--- config.mk ---
export PLATFORM = sky130hd
export DESIGN_NAME = uart_rx_core
export DESIGN_NICKNAME = d
export VERILOG_FILES = /design/src/rtl/uart_rx_core.sv
export SDC_FILE = /design/constraint.sdc
export NUM_CORES = 1
export LEC_CHECK = 0
export BUFFER_PORTS_ARGS = -buffer_cell sky130_fd_sc_hd__buf_4
export CORE_MARGIN = 2
export CORE_UTILIZATION = 45
export DETAILED_ROUTE_END_ITERATION = 8
export SLEW_MARGIN = 20
export SYNTH_ARGS = -nofsm -noshare
export SYNTH_HDL_FRONTEND = slang
export SYNTH_SLANG_ARGS = --single-unit
export TNS_END_PERCENT = 10
--- constraint.sdc ---
create_clock -name clk -period 5.8 [get_ports clk]
set_input_delay 0.58 -clock clk [delete_from_list [all_inputs] [get_ports clk]]
set_output_delay 0.58 -clock clk [all_outputs]
set_load 0.02 [all_outputs]
--- src/rtl/uart_rx_core.sv ---
module uart_rx_core #(
  parameter int DIV_W = 8
) (
  input  logic             clk,
  input  logic             rst_n,
  input  logic             rx_en,
  input  logic             rxd,
  input  logic [DIV_W-1:0] baud_div,
  input  logic [1:0]       char_len,
  input  logic             par_en,
  input  logic             par_odd,
  input  logic             stop2,
  input  logic             rts_en,
  input  logic             rd_strobe,
  input  logic             err_clr,
  output logic [8:0]       rx_data,
  output logic             rx_full,
  output logic             ovr_err,
  output logic             frm_err,
  output logic             par_err,
  output logic             err_sum,
  output logic             rx_irq,
  output logic             rts_n
);

  typedef enum logic [2:0] {S_IDLE, S_START, S_DATA, S_PAR, S_STOP} st_t;

  st_t              st;
  logic [DIV_W-1:0] div_cnt;
  logic [1:0]       rx_sync;
  logic [3:0]       os, bit_idx, nbits;
  logic [8:0]       shreg;
  logic             par_bit, stop_bad, ovr_frame;
  logic             tick, rx_s, mid, last, pre_last, xfer, perr;

  assign tick  = rx_en && (div_cnt == baud_div);
  assign rx_s  = rx_sync[1];
  assign mid   = tick && (os == 4'd7);
  assign last  = tick && (os == 4'd15);
  assign nbits = (char_len == 2'd0) ? 4'd7 : (char_len == 2'd2) ? 4'd9 : 4'd8;

  assign pre_last = last && (
      (st == S_DATA && bit_idx == nbits && !par_en && !stop2) ||
      (st == S_PAR  && !stop2) ||
      (st == S_STOP && stop2 && bit_idx == 4'd1));

  assign xfer  = mid && (st == S_STOP) && (bit_idx == {3'b0, stop2});
  assign perr  = par_en && ((^shreg ^ par_bit) != par_odd);

  always_ff @(posedge clk or negedge rst_n) begin
    if (!rst_n) begin
      div_cnt <= '0;
      rx_sync <= 2'b11;
    end else begin
      rx_sync <= {rx_sync[0], rxd};
      if (!rx_en || div_cnt == baud_div) div_cnt <= '0;
      else                               div_cnt <= div_cnt + 1'b1;
    end
  end

  always_ff @(posedge clk or negedge rst_n) begin
    if (!rst_n) begin
      st        <= S_IDLE;
      os        <= '0;
      bit_idx   <= '0;
      shreg     <= '0;
      par_bit   <= 1'b0;
      stop_bad  <= 1'b0;
      ovr_frame <= 1'b0;
    end else if (!rx_en) begin
      st <= S_IDLE;
      os <= '0;
    end else if (tick) begin
      if (st == S_IDLE) begin
        if (!rx_s) begin
          st        <= S_START;
          os        <= '0;
          bit_idx   <= '0;
          shreg     <= '0;
          stop_bad  <= 1'b0;
          ovr_frame <= 1'b0;
        end
      end else begin
        os <= os + 1'b1;
        if (pre_last && rx_full) ovr_frame <= 1'b1;
        case (st)
          S_START: begin
            if (os == 4'd7 && rx_s) st <= S_IDLE;
            if (os == 4'd15) begin
              st      <= S_DATA;
              bit_idx <= '0;
            end
          end
          S_DATA: begin
            if (os == 4'd7) begin
              shreg[bit_idx] <= rx_s;
              bit_idx        <= bit_idx + 1'b1;
            end
            if (os == 4'd15 && bit_idx == nbits) begin
              st      <= par_en ? S_PAR : S_STOP;
              bit_idx <= '0;
            end
          end
          S_PAR: begin
            if (os == 4'd7) par_bit <= rx_s;
            if (os == 4'd15) begin
              st      <= S_STOP;
              bit_idx <= '0;
            end
          end
          S_STOP: begin
            if (os == 4'd7) begin
              if (!rx_s) stop_bad <= 1'b1;
              if (xfer) st <= S_IDLE;
              else      bit_idx <= bit_idx + 1'b1;
            end
          end
          default: st <= S_IDLE;
        endcase
      end
    end
  end

  always_ff @(posedge clk or negedge rst_n) begin
    if (!rst_n) begin
      rx_data <= '0;
      rx_full <= 1'b0;
      ovr_err <= 1'b0;
      frm_err <= 1'b0;
      par_err <= 1'b0;
      rx_irq  <= 1'b0;
    end else begin
      rx_irq <= 1'b0;
      if (rd_strobe) rx_full <= 1'b0;
      if (pre_last && rx_full) ovr_err <= 1'b1;
      if (xfer && !ovr_frame) begin
        rx_data <= shreg;
        rx_full <= 1'b1;
        frm_err <= stop_bad || !rx_s;
        par_err <= perr;
        rx_irq  <= 1'b1;
      end
      if (err_clr || !rx_en) begin
        ovr_err <= 1'b0;
        frm_err <= 1'b0;
        par_err <= 1'b0;
      end
    end
  end

  assign err_sum = ovr_err | frm_err | par_err;
  assign rts_n   = rts_en ? !(rx_en && !rx_full) : 1'b0;


  irq_pulse_chk: assert property (@(posedge clk) disable iff (!rst_n)
    rx_irq |=> !rx_irq);


  irq_full_chk: assert property (@(posedge clk) disable iff (!rst_n)
    rx_irq |-> rx_full);


  data_hold_chk: assert property (@(posedge clk) disable iff (!rst_n)
    !rx_irq |-> $stable(rx_data));


  ovr_full_chk: assert property (@(posedge clk) disable iff (!rst_n)
    $rose(ovr_err) |-> $past(rx_full));


  err_clear_chk: assert property (@(posedge clk) disable iff (!rst_n)
    (err_clr || !rx_en) |=> !err_sum);


  dis_no_irq_chk: assert property (@(posedge clk) disable iff (!rst_n)
    !rx_en |=> !rx_irq);

endmodule

# Word-level counts from Yosys, hierarchy flattened
# Index checks and enable logic that the tools add are counted.
dict set report word_totals {
  register_bits 47
  out_inout_bits 16
  wordCells 148
}
dict set report classes {
  addsub 3
  order_cmp 2
  eq_ne 25
  n_mux 49
  bitwise_logic 4
  reduce_logical 50
}
# op n
set ops {}
lappend ops {{$mux W4} 11}
lappend ops {{$mux W9} 4}
lappend ops {{$mux W3} 11}
lappend ops {{$logic_and A1 B1 Y1} 19}
lappend ops {{$mux W1} 18}
lappend ops {{$reduce_bool A2 Y1} 7}
lappend ops {{$ne A4 B3 Y1 const B} 3}
lappend ops {{$pmux W3 S4} 1}
lappend ops {{$pmux W4 S3} 1}
lappend ops {{$reduce_and A5 Y1} 2}
lappend ops {{$bwmux W9} 1}
lappend ops {{$reduce_xor A9 Y1} 1}
lappend ops {{$add A4 B1 Y4 const B} 2}
lappend ops {{$add A8 B1 Y8 const B} 1}
lappend ops {{$eq A8 B8 Y1} 1}
lappend ops {{$mux W8} 1}
lappend ops {{$ne A4 B2 Y1 const B} 2}
lappend ops {{$reduce_and A8 Y1} 1}
lappend ops {{$logic_not A1 Y1} 7}
lappend ops {{$reduce_and A7 Y1} 1}
lappend ops {{$eq A3 B2 Y1 const B} 2}
lappend ops {{$ne A3 B2 Y1 const B} 2}
lappend ops {{$ne A3 B3 Y1 const B} 2}
lappend ops {{$reduce_and A6 Y1} 1}
lappend ops {{26 further kinds} 31}

# Logic depth before layout (Yosys ltp)
# Gate-level depths: netlist of run 1.
dict set report logic_depth {
  word_depth 13
  mapped_depth 7
}

# Least setup slack after synthesis of run 1
# OpenSTA, ideal clock, no wires.
dict set report synth_timing {
  path_type {in2reg}
  start {input baud_div[3]}
  end {register par_bit}
  setup_ns 0.127
  t_arrival_ns 2.214
  path_slack_ns 3.458
  path_stages 5
  n_path_buf 0
  path_cell_list {xor2_1 nor4_2 nand3_4 or4_1 mux2_1}
}
dict set report synth_between {
  elab_chain_len 3
}
# item line
set synth_lines {}
lappend synth_lines {{start, declared} 8} ;# input logic [DIV_W-1:0] baud_div,
lappend synth_lines {{$eq A8 B8 Y1} 36} ;# assign tick = rx_en && (div_cnt == baud_div);
lappend synth_lines {{$logic_and A1 B1 Y1} 36}
lappend synth_lines {{$reduce_and A5 Y1 (no source line)} n/a}
lappend synth_lines {{end signal, assigned} 105} ;# if (os == 4'd7) par_bit <= rx_s;
lappend synth_lines {{end, declared} 33} ;# logic par_bit, stop_bad, ovr_frame;
# Every way passes these cells.
# A chain may end at the register's enable or synchronous reset.

# Worst setup path after layout of run 1
dict set report layout_timing {
  start {register st[2]}
  end {register rx_data[0]}
}
dict set report layout_between {
  elab_chain_len 4
}
# item line
set layout_lines {}
lappend layout_lines {{start, declared} 28} ;# st_t st;
lappend layout_lines {{start signal, assigned} 100} ;# st <= par_en ? S_PAR : S_STOP;
lappend layout_lines {{$eq A3 B3 Y1} 47} ;# assign xfer = mid && (st == S_STOP) && (bit_idx == {3'b0, stop2});
lappend layout_lines {{$logic_and A1 B1 Y1 (2 in a row)} 47}
lappend layout_lines {{$logic_and A1 B1 Y1} 136} ;# if (xfer && !ovr_frame) begin
lappend layout_lines {{end signal, assigned} 137} ;# rx_data <= shreg;
lappend layout_lines {{end, declared} 16} ;# output logic [8:0] rx_data,
# Every way passes these cells.

==> results of run 1 <==
[per-stage QoR]
stage	cell area [um^2]	std cells
after detailed placement	2990	362
after global routing	3100	370
after global placement	2990	362
after floorplan	2670	260
final	3100	370
after CTS	3100	370
[area by class of cell]
type | count | area [um^2]
clock buffers | 5 | 68.8
inverters | 9 | 33.8
well taps | 75 | 93.8
fillers | 540 | 2720
clock inverters | 3 | 46.3
multi-input cells | 195 | 1410
flip-flops and latches | 47 | 1180
repair buffers | 36 | 270
[flip-flops by register name, summed over array words and instances, names as in the netlist]
signal and flops:
bit_idx 4, div_cnt 8, frm_err 1, os 4, ovr_err 1, ovr_frame 1
par_bit 1, par_err 1, rx_data 9, rx_full 1, rx_irq 1, rx_sync 2
shreg 9, st 3, stop_bad 1
[cell usage in the layout, fill, tap and decap left out, types with 2 or more instances in the layout]
master and n:
dfrtp_1 45, buf_4 36, nand2_1 20, nor2_1 20, xor2_1 15, nand3_1 12
xnor2_1 10, a21oi_1 10, mux2_2 10, inv_1 9, a22o_1 9, a21o_1 8
nand2b_1 7, ha_1 6, a31oi_1 5, o21ai_0 5, mux2i_1 5, clkbuf_8 5
nor3_1 4, nor2b_1 4, nand4_1 3, nor4_1 3, nand3b_1 3, a41oi_1 3
nor4_2 2, and3_1 2, or3_1 2, nand4b_1 2, o21a_1 2, a211oi_1 2
o21bai_1 2, dfstp_2 2
[kinds of logic (layout without fill, tap and decap cells)]
kind of cell | Yosys count | after routing | synth area share, %
buffers and inverters | 18 | 53 | 2.91
adders and majority gates | 6 | 6 | 2.82
xor gates and xnor gates | 25 | 25 | 8.22
AOI/OAI and AO/OA | 53 | 53 | 14.2
and+or+nand+nor | 95 | 95 | 21.1
DFF | 47 | 47 | 44.2
muxes | 16 | 16 | 6.53
[metal layers]
layer	track usage, %	vias up
li1	-	1005
met1	27.8	975
met3	3.11	4
met5	0	-
met2	25.2	43
met4	4.07	0
[worst max-delay path, delay by kind of cell (launching register included)]
kind	cells	cell delay (ns)
simple gates	3	1.58
flops	1	0.54
mux	1	0.41
[report_power, final]
part           switching (W)  internal [W]
combinational      0.0000255     0.0000200
clock               0.000116      0.000130
sequential        0.00000707      0.000332
total               0.000149      0.000482
[worst max-delay path by stage]
| stage | from | endpoint | cells past startpoint |
|---|---|---|---|
| finish | st[2]$_DFFE_PN0P_ | rx_data[0]$_DFFE_PN0P_ | 4 |
| global route | st[0]$_DFFE_PN0P_ | rx_data[8]$_DFFE_PN0P_ | 4 |
| CTS | st[0]$_DFFE_PN0P_ | rx_data[0]$_DFFE_PN0P_ | 4 |
| detailed placement | baud_div[6] | rx_data[0]$_DFFE_PN0P_ | 6 |
| global placement | baud_div[6] | rx_data[7]$_DFFE_PN0P_ | 6 |
| floorplan | baud_div[3] | par_bit$_DFFE_PN0P_ | 5 |
==> results by group, run 1 <==
Clocking
  • CTS Sinks: 47
  • CTS tree: built
  • Clk Latency, worst-skew pair: 0.30 ns
  • Post-CTS Resized: 0
  • Clk pin slew, worst setup/hold paths: 0.10 ns
  • Root buf cell: clkbuf_8
  • Hold buffer count at cts: 0
  • Clock tree buffer depth: 2
  • Htree depth: 2
  • Setup bufs post-CTS: 0
  • TritonCTS Buffers: 5

Timing
  • Slew HR: 54.3%
  • Final worst slack: 3.15 ns
  • Slew Viols, Final: 0
  • Final Skew: 0.0101 ns
  • Min Clock Period, post-route: 2.65 ns
  • Achievable Freq: 378 MHz
  • Final setup violation count: 0
  • Worst Tran Pin Value: 0.684 ns
  • Crit share post-route: 45.6%
  • Setup TNS: 0 ns
  • Worst Hold Slack: 0.274 ns
  • Final hold vios: 0
  • RSZ-0062 raised after global routing: no

Worst setup path
  • Worst EP required: 6.00 ns
  • Worst r2r dst: rx_data[0]$_DFFE_PN0P_
  • Critical-path cell list: nor3b_1, nand4_1, nor3_4, mux2_2
  • Crit path max fanout: 15
  • Crit-path max cell delay: 0.62 ns
  • Slowest cell on the critical path: nor3b_1
  • Critical Path Start Type: flip-flop
  • R2R Path Start: st[2]$_DFFE_PN0P_
  • CP Capture Type: flip-flop
  • Worst reg-to-reg path cell count: 4
  • Kind of critical path: flip-flop to flip-flop
  • R2R setup slack: 3.15 ns
  • WP data arrival: 2.84 ns

Detailed routing
  • Drt drc: 0
  • Routed wl met3: 217 um
  • First DRT Iteration DRCs: 118
  • Top Metal Used: met4
  • Via count: 2027
  • Wire length on met2: 2280 um
  • Vias per cell: 5.48
  • Post-route ant nets: 0
  • DRT met1 WL: 2890 um
  • Detailed Routing Iterations Pass 1: 4
  • Final wirelength: 5420 um
  • Wire length per cell: 14.7 um

Final layout
  • Antenna cell count: 0
  • Area grow syn2layout: 16.3%
  • Share of post-route cells with drive strength above 1: 22.4%
  • Layout Utilization: 53.3%
  • NumNets Final: 320

Logic synthesis
  • Most used DFF post-synth: dfrtp_1
  • Post-synth top area share: 42.3%
  • Post-synth EDFFs: 0
  • Cell area after synthesis: 0.00267 mm^2
  • Top cells by area, synth: dfrtp_1 (42%), xor2_1 (4.9%), mux2_2 (4.2%)
  • Mean Syn Cell Area: 10.3 um^2
  • Synth Instances: 260
  • Count leader, synth: dfrtp_1
  • Commonest cells in the netlist: dfrtp_1 (45), nand2_1 (20), nor2_1 (20), xor2_1 (15), nand3_1 (12)
  • Yosys top cell by area: dfrtp_1
  • Post-synth cell types: 53
  • Seq/Total Area, Yosys: 44.2%
  • Asr flop ratio synth: 100%
  • Seq cells post-synth: 47
  • Syn Nets: 286
  • Yosys synthesis warning count: 0

Floorplanning
  • Core region area: 0.00582 mm^2
  • Initial Utilization: 45.8%
  • Die area: 0.00655 mm^2
  • FP Rows: 28
  • Io pins: 36
  • Height of the die: 81.0 um
  • Chip width: 81.0 um

Power and ir drop
  • Pwr/cell area: 203 mW/mm^2
  • Design Power: 0.000631 W
  • Peak VDD IR: 0.0864 mV
  • P_leak: 1.38 nW

Global routing
  • Maximum number of pins on one net before global-route repair: 48
  • Vias in the first global route: 1831
  • Global-route wire length before repair: 9060 um
  • Gr ovfl total: 0
  • Initial antenna violation count: 0
  • Gr usage total: 17.7%

Hold path
  • Worst min path class: input port to async pin

Placed design
  • IO Port Bufs: 35
  • Hpwl dp: 3860 um
  • Pre-CTS WS: 3.04 ns
  • GPL Wtd Cong: 0.788

Run status
  • Status: finished, final reports clean

Run
  • Max cap viols: 0
Note: power is estimated with default switching activity, not from simulation.
==> inputs of run 2 (changes only) <==
- ABC_AREA: default -> 1
- PLACE_DENSITY: default -> 0.67
- clock period: 5.8 -> 2.35 ns (I/O delays scaled with it)
==> results by group, run 2 <==
Detailed routing
  • Post-route ant nets: 0 (unchanged)
  • Vias per cell: 5.05 (was 5.48)
  • Wire length per cell: 12.1 um (was 14.7 um)
  • Final wirelength: 6150 um (was 5420 um)
  • Drt drc: 0 (unchanged)
  • Via count: 2574 (was 2027)
  • First DRT Iteration DRCs: 154 (was 118)
  • Detailed Routing Iterations Pass 1: 4 (unchanged)

Timing
  • Final Skew: 0.00631 ns (was 0.0101 ns)
  • Worst Tran Pin Value: 0.602 ns (was 0.684 ns)
  • RSZ-0062 raised after global routing: no (unchanged)
  • Setup TNS: 0 ns (unchanged)
  • Final hold vios: 0 (unchanged)
  • Crit share post-route: 85.3% (was 45.6%)
  • Final setup violation count: 0 (unchanged)
  • Slew HR: 59.9% (was 54.3%)
  • Achievable Freq: 499 MHz (was 378 MHz)
  • Slew Viols, Final: 0 (unchanged)
  • Min Clock Period, post-route: 2.00 ns (was 2.65 ns)

Logic synthesis
  • Top cells by area, synth: dfrtp_1 (39%), nand2_1 (15%), nand3_1 (6.7%) (was dfrtp_1 (42%), xor2_1 (4.9%), mux2_2 (4.2%))
  • Yosys synthesis warning count: 0 (unchanged)
  • Synth Area in Compound Gates: 7.18% (was 14.2%)
  • Post-synthesis mux area share: 0% (was 6.53%)
  • Post-synth EDFFs: 0 (unchanged)
  • Yosys top cell by area: dfrtp_1 (unchanged)
  • Largest family of logic cells by synthesized area: simple AND/OR/NAND/NOR gates (unchanged)
  • Post-synth cell types: 36 (was 53)
  • Post-synth top area share: 38.9% (was 42.3%)
  • Syn Nets: 421 (was 286)
  • Synth Instances: 395 (was 260)
  • Cell area after synthesis: 0.00289 mm^2 (was 0.00267 mm^2)
  • Simple-gate share of the synthesized area: 38.0% (was 21.1%)
  • Asr flop ratio synth: 100% (unchanged)
  • Commonest cells in the netlist: nand2_1 (116), inv_1 (48), nor2_1 (46), dfrtp_1 (45), nand3_1 (39) (was dfrtp_1 (45), nand2_1 (20), nor2_1 (20), xor2_1 (15), nand3_1 (12))
  • Seq cells post-synth: 47 (unchanged)
  • Count leader, synth: nand2_1 (was dfrtp_1)
  • Most used DFF post-synth: dfrtp_1 (unchanged)
  • Synth Area in Adders: 2.59% (was 2.82%)
  • Post-Synth XOR/XNOR Area: 3.03% (was 8.22%)
  • Mean Syn Cell Area: 7.33 um^2 (was 10.3 um^2)
  • Seq/Total Area, Yosys: 40.7% (was 44.2%)

Final layout
  • Share of post-route cells with drive strength above 1: 15.9% (was 22.4%)
  • Commonest non-fill, non-tap cell in the layout: nand2_1 (was dfrtp_1)
  • Area grow syn2layout: 15.3% (was 16.3%)
  • Design area: 0.00334 mm^2 (was 0.00310 mm^2)
  • Antenna cell count: 0 (unchanged)
  • Layout Utilization: 53.1% (was 53.3%)
  • Post-route insts no fill: 510 (was 370)
  • Commonest non-fill, non-tap cells in the layout: nand2_1 (116), inv_1 (48), nor2_1 (46) (was dfrtp_1 (45), buf_4 (36), nand2_1 (20), nor2_1 (20), xor2_1 (15))
  • NumNets Final: 458 (was 320)
  • Biggest regs: rx_data: 9 flops, shreg: 9 flops, div_cnt: 8 flops (unchanged)

Floorplanning
  • Io pins: 36 (unchanged)
  • Height of the die: 84.2 um (was 81.0 um)
  • Die area: 0.00709 mm^2 (was 0.00655 mm^2)
  • Chip width: 84.2 um (was 81.0 um)
  • FP Rows: 29 (was 28)
  • Initial Utilization: 46.1% (was 45.8%)
  • Core region area: 0.00628 mm^2 (was 0.00582 mm^2)

Clocking
  • CTS tree: built (unchanged)
  • TritonCTS Buffers: 5 (unchanged)
  • Clk Latency, worst-skew pair: 0.31 ns (was 0.30 ns)
  • Htree depth: 2 (unchanged)
  • Hold buffer count at cts: 1 (was 0)
  • Setup bufs post-CTS: 0 (unchanged)
  • Root buf cell: clkbuf_8 (unchanged)
  • Clk pin slew, worst setup/hold paths: 0.09 ns (was 0.10 ns)
  • Clock tree buffer depth: 2 (unchanged)
  • Post-CTS Resized: 0 (unchanged)
  • CTS Sinks: 47 (unchanged)

Worst setup path
  • Worst EP required: 2.55 ns (was 6.00 ns)
  • Crit path max fanout: 11 (was 15)
  • WP data arrival: 2.21 ns (was 2.84 ns)
  • CP Capture Type: flip-flop (unchanged)
  • CP startpoint: div_cnt[6]$_DFF_PN0_ (was st[2]$_DFFE_PN0P_)
  • Kind of critical path: flip-flop to flip-flop (unchanged)
  • R2R setup slack: 0.35 ns (was 3.15 ns)
  • R2R Path Start: div_cnt[6]$_DFF_PN0_ (was st[2]$_DFFE_PN0P_)
  • Critical Path Start Type: flip-flop (unchanged)

Global routing
  • Gr usage total: 19.4% (was 17.7%)
  • Initial antenna violation count: 0 (unchanged)
  • Maximum number of pins on one net before global-route repair: 48 (unchanged)
  • Global-route wire length before repair: 11300 um (was 9060 um)
  • Vias in the first global route: 2497 (was 1831)
  • Gr ovfl total: 0 (unchanged)

Hold path
  • Hold Startpoint: rxd
  • Worst min path class: input port to flip-flop (was input port to async pin)

Placed design
  • Area after DPL: 0.00321 mm^2 (was 0.00299 mm^2)
  • GPL Wtd Cong: 0.879 (was 0.788)
  • Hpwl dp: 4740 um (was 3860 um)
  • Cell total after placement: 501 (was 362)
  • IO Port Bufs: 35 (unchanged)

Run status
  • Status: finished, final reports clean (unchanged)

Power and ir drop
  • Peak VDD IR: 0.314 mV (was 0.0864 mV)
  • P_leak: 1.76 nW (was 1.38 nW)
  • Pwr/cell area: 467 mW/mm^2 (was 203 mW/mm^2)

Run
  • Max cap viols: 0 (unchanged)
-- run 2: changes by cell type after synthesis, sizes merged, moves of 8 or more --
| cell | previous run | this run |
|---|---|---|
| o211ai | 0 | 8 |
| nand2 | 20 | 119 |
| a21o | 8 | 0 |
| nor2 | 20 | 54 |
| nand3 | 13 | 40 |
| mux2 | 11 | 0 |
| a22o | 9 | 0 |
| inv | 9 | 54 |
| xor2 | 15 | 4 |
-- run 2: critical path: stages (launching register included) --
cell and delay, ns:
dfrtp_1 0.43, inv_2 0.05, nand2_1 0.05, nand2_1 0.04, nor2_1 0.14, nand2_2 0.12, nor2_8 0.18, inv_2 0.06
nor2_2 0.38, nand3_1 0.21, o21ai_0 0.20, inv_1 0.06
-- run 2: metrics by stage --
step	hold WS (ns)	power, W	worst slack [ns]
2_1_floorplan	-0.0606	0.000896	0.727
5_1_grt	0.0192	0.00162	0.0384
6_report	0.0320	0.00156	0.345
3_3_place_gp	0.283	0.000952	0.360
4_1_cts	0.0240	0.00158	0.351
3_5_place_dp	0.289	0.000955	0.374
-- run 2: final timing paths --
kind	end	cells after the start
min in group asynchronous	rx_irq$_DFF_PN0_	2
worst max register to register	par_bit$_DFFE_PN0P_	11
worst min-delay path	rx_sync[0]$_DFF_PN1_	1
max in group asynchronous	os[1]$_DFFE_PN0P_	2
worst min register to register	rx_sync[1]$_DFF_PN1_	0
worst max-delay path	par_bit$_DFFE_PN0P_	11
-- run 2: power by group --
| part | switching [W] | internal (W) |
|---|---|---|
| combinational | 0.0000670 | 0.0000447 |
| clock | 0.000297 | 0.000323 |
| sequential | 0.00000807 | 0.000818 |
-- run 2: kinds of logic (layout without fill, tap and decap cells) --
logic type,count (synthesis),after routing
xor gates and xnor gates,10,10
DFF,47,47
buffers and inverters,60,98
and+or+nand+nor,237,237
AOI/OAI and AO/OA,35,35
adders and majority gates,6,6
-- run 2: layer usage --
metal,global-route usage (%),vias to the layer above,wire length [um]
li1,-,1333,-
met1,26.7,1187,3000
met2,31.7,45,2800
met3,2.95,9,273
met4,5.57,0,89
met5,0,-,0
-- run 2: cell type report --
class | instances | area [um^2]
Fill cell | 609 | 2940
Multi-Input combinational cell | 288 | 1470
Sequential cell | 47 | 1180
Timing Repair Buffer | 36 | 273
Inverter | 54 | 203
Tap cell | 77 | 96.3
Clock buffer | 5 | 68.8
Clock inverter | 3 | 47.5
==> inputs of run 3 (changes only) <==
- CELL_PAD_IN_SITES_DETAIL_PLACEMENT: default -> 0
- CELL_PAD_IN_SITES_GLOBAL_PLACEMENT: default -> 1
- CORE_UTILIZATION: 45 -> 38
- PLACE_DENSITY: 0.67 -> default
- PLACE_DENSITY_LB_ADDON: default -> 0.1
- REMOVE_ABC_BUFFERS: default -> 1
==> results by group, run 3 (same netlist as run 2, synthesis figures left out) <==
Global routing
  • Vias in the first global route: 2365 (was 2497)
  • Maximum number of pins on one net before global-route repair: 48 (unchanged)
  • Global-route wire length before repair: 11500 um (was 11300 um)
  • Gr usage total: 17.1% (was 19.4%)
  • Gr ovfl total: 0 (unchanged)
  • Initial antenna violation count: 0 (unchanged)

Floorplanning
  • Chip width: 91.3 um (was 84.2 um)
  • Die area: 0.00833 mm^2 (was 0.00709 mm^2)
  • Initial Utilization: 39.5% (was 46.1%)
  • Core region area: 0.00733 mm^2 (was 0.00628 mm^2)
  • FP Rows: 31 (was 29)
  • Height of the die: 91.3 um (was 84.2 um)
  • Io pins: 36 (unchanged)

Timing
  • Worst Tran Pin Value: 0.596 ns (was 0.602 ns)
  • Final Skew: 0.0136 ns (was 0.00631 ns)
  • Crit share post-route: 88.6% (was 85.3%)
  • Final hold vios: 0 (unchanged)
  • Final worst slack: 0.268 ns (was 0.345 ns)
  • Slew HR: 60.2% (was 59.9%)
  • Final setup violation count: 0 (unchanged)
  • Setup TNS: 0 ns (unchanged)
  • Min Clock Period, post-route: 2.08 ns (was 2.00 ns)
  • RSZ-0062 raised after global routing: no (unchanged)
  • Slew Viols, Final: 0 (unchanged)
  • Achievable Freq: 480 MHz (was 499 MHz)

Final layout
  • Commonest non-fill, non-tap cells in the layout: nand2_1 (116), inv_1 (48), nor2_1 (46) (unchanged)
  • Antenna cell count: 0 (unchanged)
  • Reg area: 0.00118 mm^2 (unchanged)
  • Biggest regs: rx_data: 9 flops, shreg: 9 flops, div_cnt: 8 flops (unchanged)
  • Commonest non-fill, non-tap cell in the layout: nand2_1 (unchanged)
  • Multi-input logic area: 0.00147 mm^2 (unchanged)
  • Design area: 0.00336 mm^2 (was 0.00334 mm^2)
  • Layout Utilization: 45.9% (was 53.1%)
  • Share of post-route cells with drive strength above 1: 15.9% (unchanged)
  • Fill cells: 767 (was 609)
  • Area grow syn2layout: 16.2% (was 15.3%)
  • NumNets Final: 458 (unchanged)

Worst setup path
  • R2R setup slack: 0.27 ns (was 0.35 ns)
  • Kind of critical path: flip-flop to flip-flop (unchanged)
  • Worst EP required: 2.55 ns (about the same)
  • CP Capture Type: flip-flop (unchanged)
  • Worst r2r dst: par_bit$_DFFE_PN0P_ (unchanged)
  • R2R Path Start: div_cnt[4]$_DFF_PN0_ (was div_cnt[6]$_DFF_PN0_)
  • Worst reg-to-reg path cell count: 11 (unchanged)
  • Crit path max fanout: 11 (unchanged)
  • Critical Path Start Type: flip-flop (unchanged)
  • CP startpoint: div_cnt[4]$_DFF_PN0_ (was div_cnt[6]$_DFF_PN0_)
  • WP data arrival: 2.29 ns (was 2.21 ns)

Placed design
  • Pre-CTS WS: 0.278 ns (was 0.374 ns)
  • Area after DPL: 0.00324 mm^2 (was 0.00321 mm^2)
  • GPL Wtd Cong: 0.850 (was 0.879)
  • IO Port Bufs: 35 (unchanged)
  • Hpwl dp: 5040 um (was 4740 um)

Power and ir drop
  • Pwr/cell area: 464 mW/mm^2 (was 467 mW/mm^2)
  • P_leak: 1.76 nW (about the same)
  • Peak VDD IR: 0.208 mV (was 0.314 mV)
  • Design Power: 0.00156 W (about the same)

Clocking
  • Clk pin slew, worst setup/hold paths: 0.10 ns (was 0.09 ns)
  • CTS Sinks: 47 (unchanged)
  • Htree depth: 2 (unchanged)
  • Post-CTS Resized: 0 (unchanged)
  • Clock tree buffer depth: 2 (unchanged)
  • Clk Latency, worst-skew pair: 0.31 ns (about the same)
  • CTS tree: built (unchanged)
  • TritonCTS Buffers: 5 (unchanged)
  • Root buf cell: clkbuf_8 (unchanged)

Detailed routing
  • Wire length per cell: 12.5 um (was 12.1 um)
  • Detailed Routing Iterations Pass 1: 4 (unchanged)
  • First DRT Iteration DRCs: 103 (was 154)
  • Final wirelength: 6630 um (was 6150 um)
  • Via count: 2535 (was 2574)
  • Drt drc: 0 (unchanged)
  • Vias per cell: 4.77 (was 5.05)
  • Post-route ant nets: 0 (unchanged)

Hold path
  • Worst min path class: input port to flip-flop (unchanged)
  • Hold Startpoint: rxd (unchanged)
  • Depth of the worst hold-timing path: 1 (unchanged)
  • Hold Path End: rx_sync[0]$_DFF_PN1_ (unchanged)

Run status
  • Status: finished, final reports clean (unchanged)

Run
  • Max cap viols: 0 (unchanged)
## run 3: changes by cell type in the layout (fill, tap and decap cells not counted)
cell | previous run | this run
clkinv_4 | 1 | 0
clkinvlp_4 | 0 | 1
## run 3: per-layer routing
layer / vias to the layer above / GRT usage (%) / wire, um
li1: 1334 / - / -
met5: - / 0 / 0
met2: 59 / 25.4 / 2780
met1: 1135 / 25.4 / 3410
met4: 0 / 5.43 / 110
met3: 7 / 2.74 / 328
## run 3: power breakdown
part | internal [W] | switching [W]
clock network | 0.000321 | 0.000300
registers | 0.000818 | 0.00000798
logic | 0.0000448 | 0.0000678
total | 0.00118 | 0.000375
## run 3: worst max-delay path by stage
stage | depth (start not counted) | slack, ns | end
floorplan | 10 | 0.71 | par_bit$_DFFE_PN0P_
global placement | 10 | 0.25 | par_bit$_DFFE_PN0P_
detailed placement | 11 | 0.28 | par_bit$_DFFE_PN0P_
CTS | 11 | 0.28 | par_bit$_DFFE_PN0P_
global route | 10 | 0.02 | par_bit$_DFFE_PN0P_
finish | 11 | 0.27 | par_bit$_DFFE_PN0P_
## run 3: what timing repair did
action	4_1_cts	5_1_grt
buffers inserted	0	0
hold buffers	1	0
hold endpoints to repair	45	0
endpoints found under the setup margin	0	0
## run 3: cell type report
cell class / count / area share [%]
clock buffer: 5 / 2.05
timing repair buffer: 36 / 8.11
clock inverter: 3 / 1.38
sequential: 47 / 35.1
multi-input combinational: 288 / 43.7
tap: 99 / 3.68
inverter: 54 / 6.03
## run 3: metrics by stage
step	instances	hold slack, ns
2_1_floorplan	389	-0.0606
3_3_place_gp	523	0.293
3_5_place_dp	523	0.293
4_1_cts	532	0.0133
5_1_grt	532	0.00830
6_report	532	0.0241
## run 3: worst max-delay path, cell delays in order (launching register included)
cell and delay [ns]:
dfrtp_1 0.41, inv_2 0.06, nand2_1 0.06, nand2_1 0.04, nor2_1 0.14, nand2_1 0.15, nor2_8 0.18, inv_2 0.06
nor2_2 0.42, nand3_1 0.19, o21ai_0 0.20, inv_1 0.06
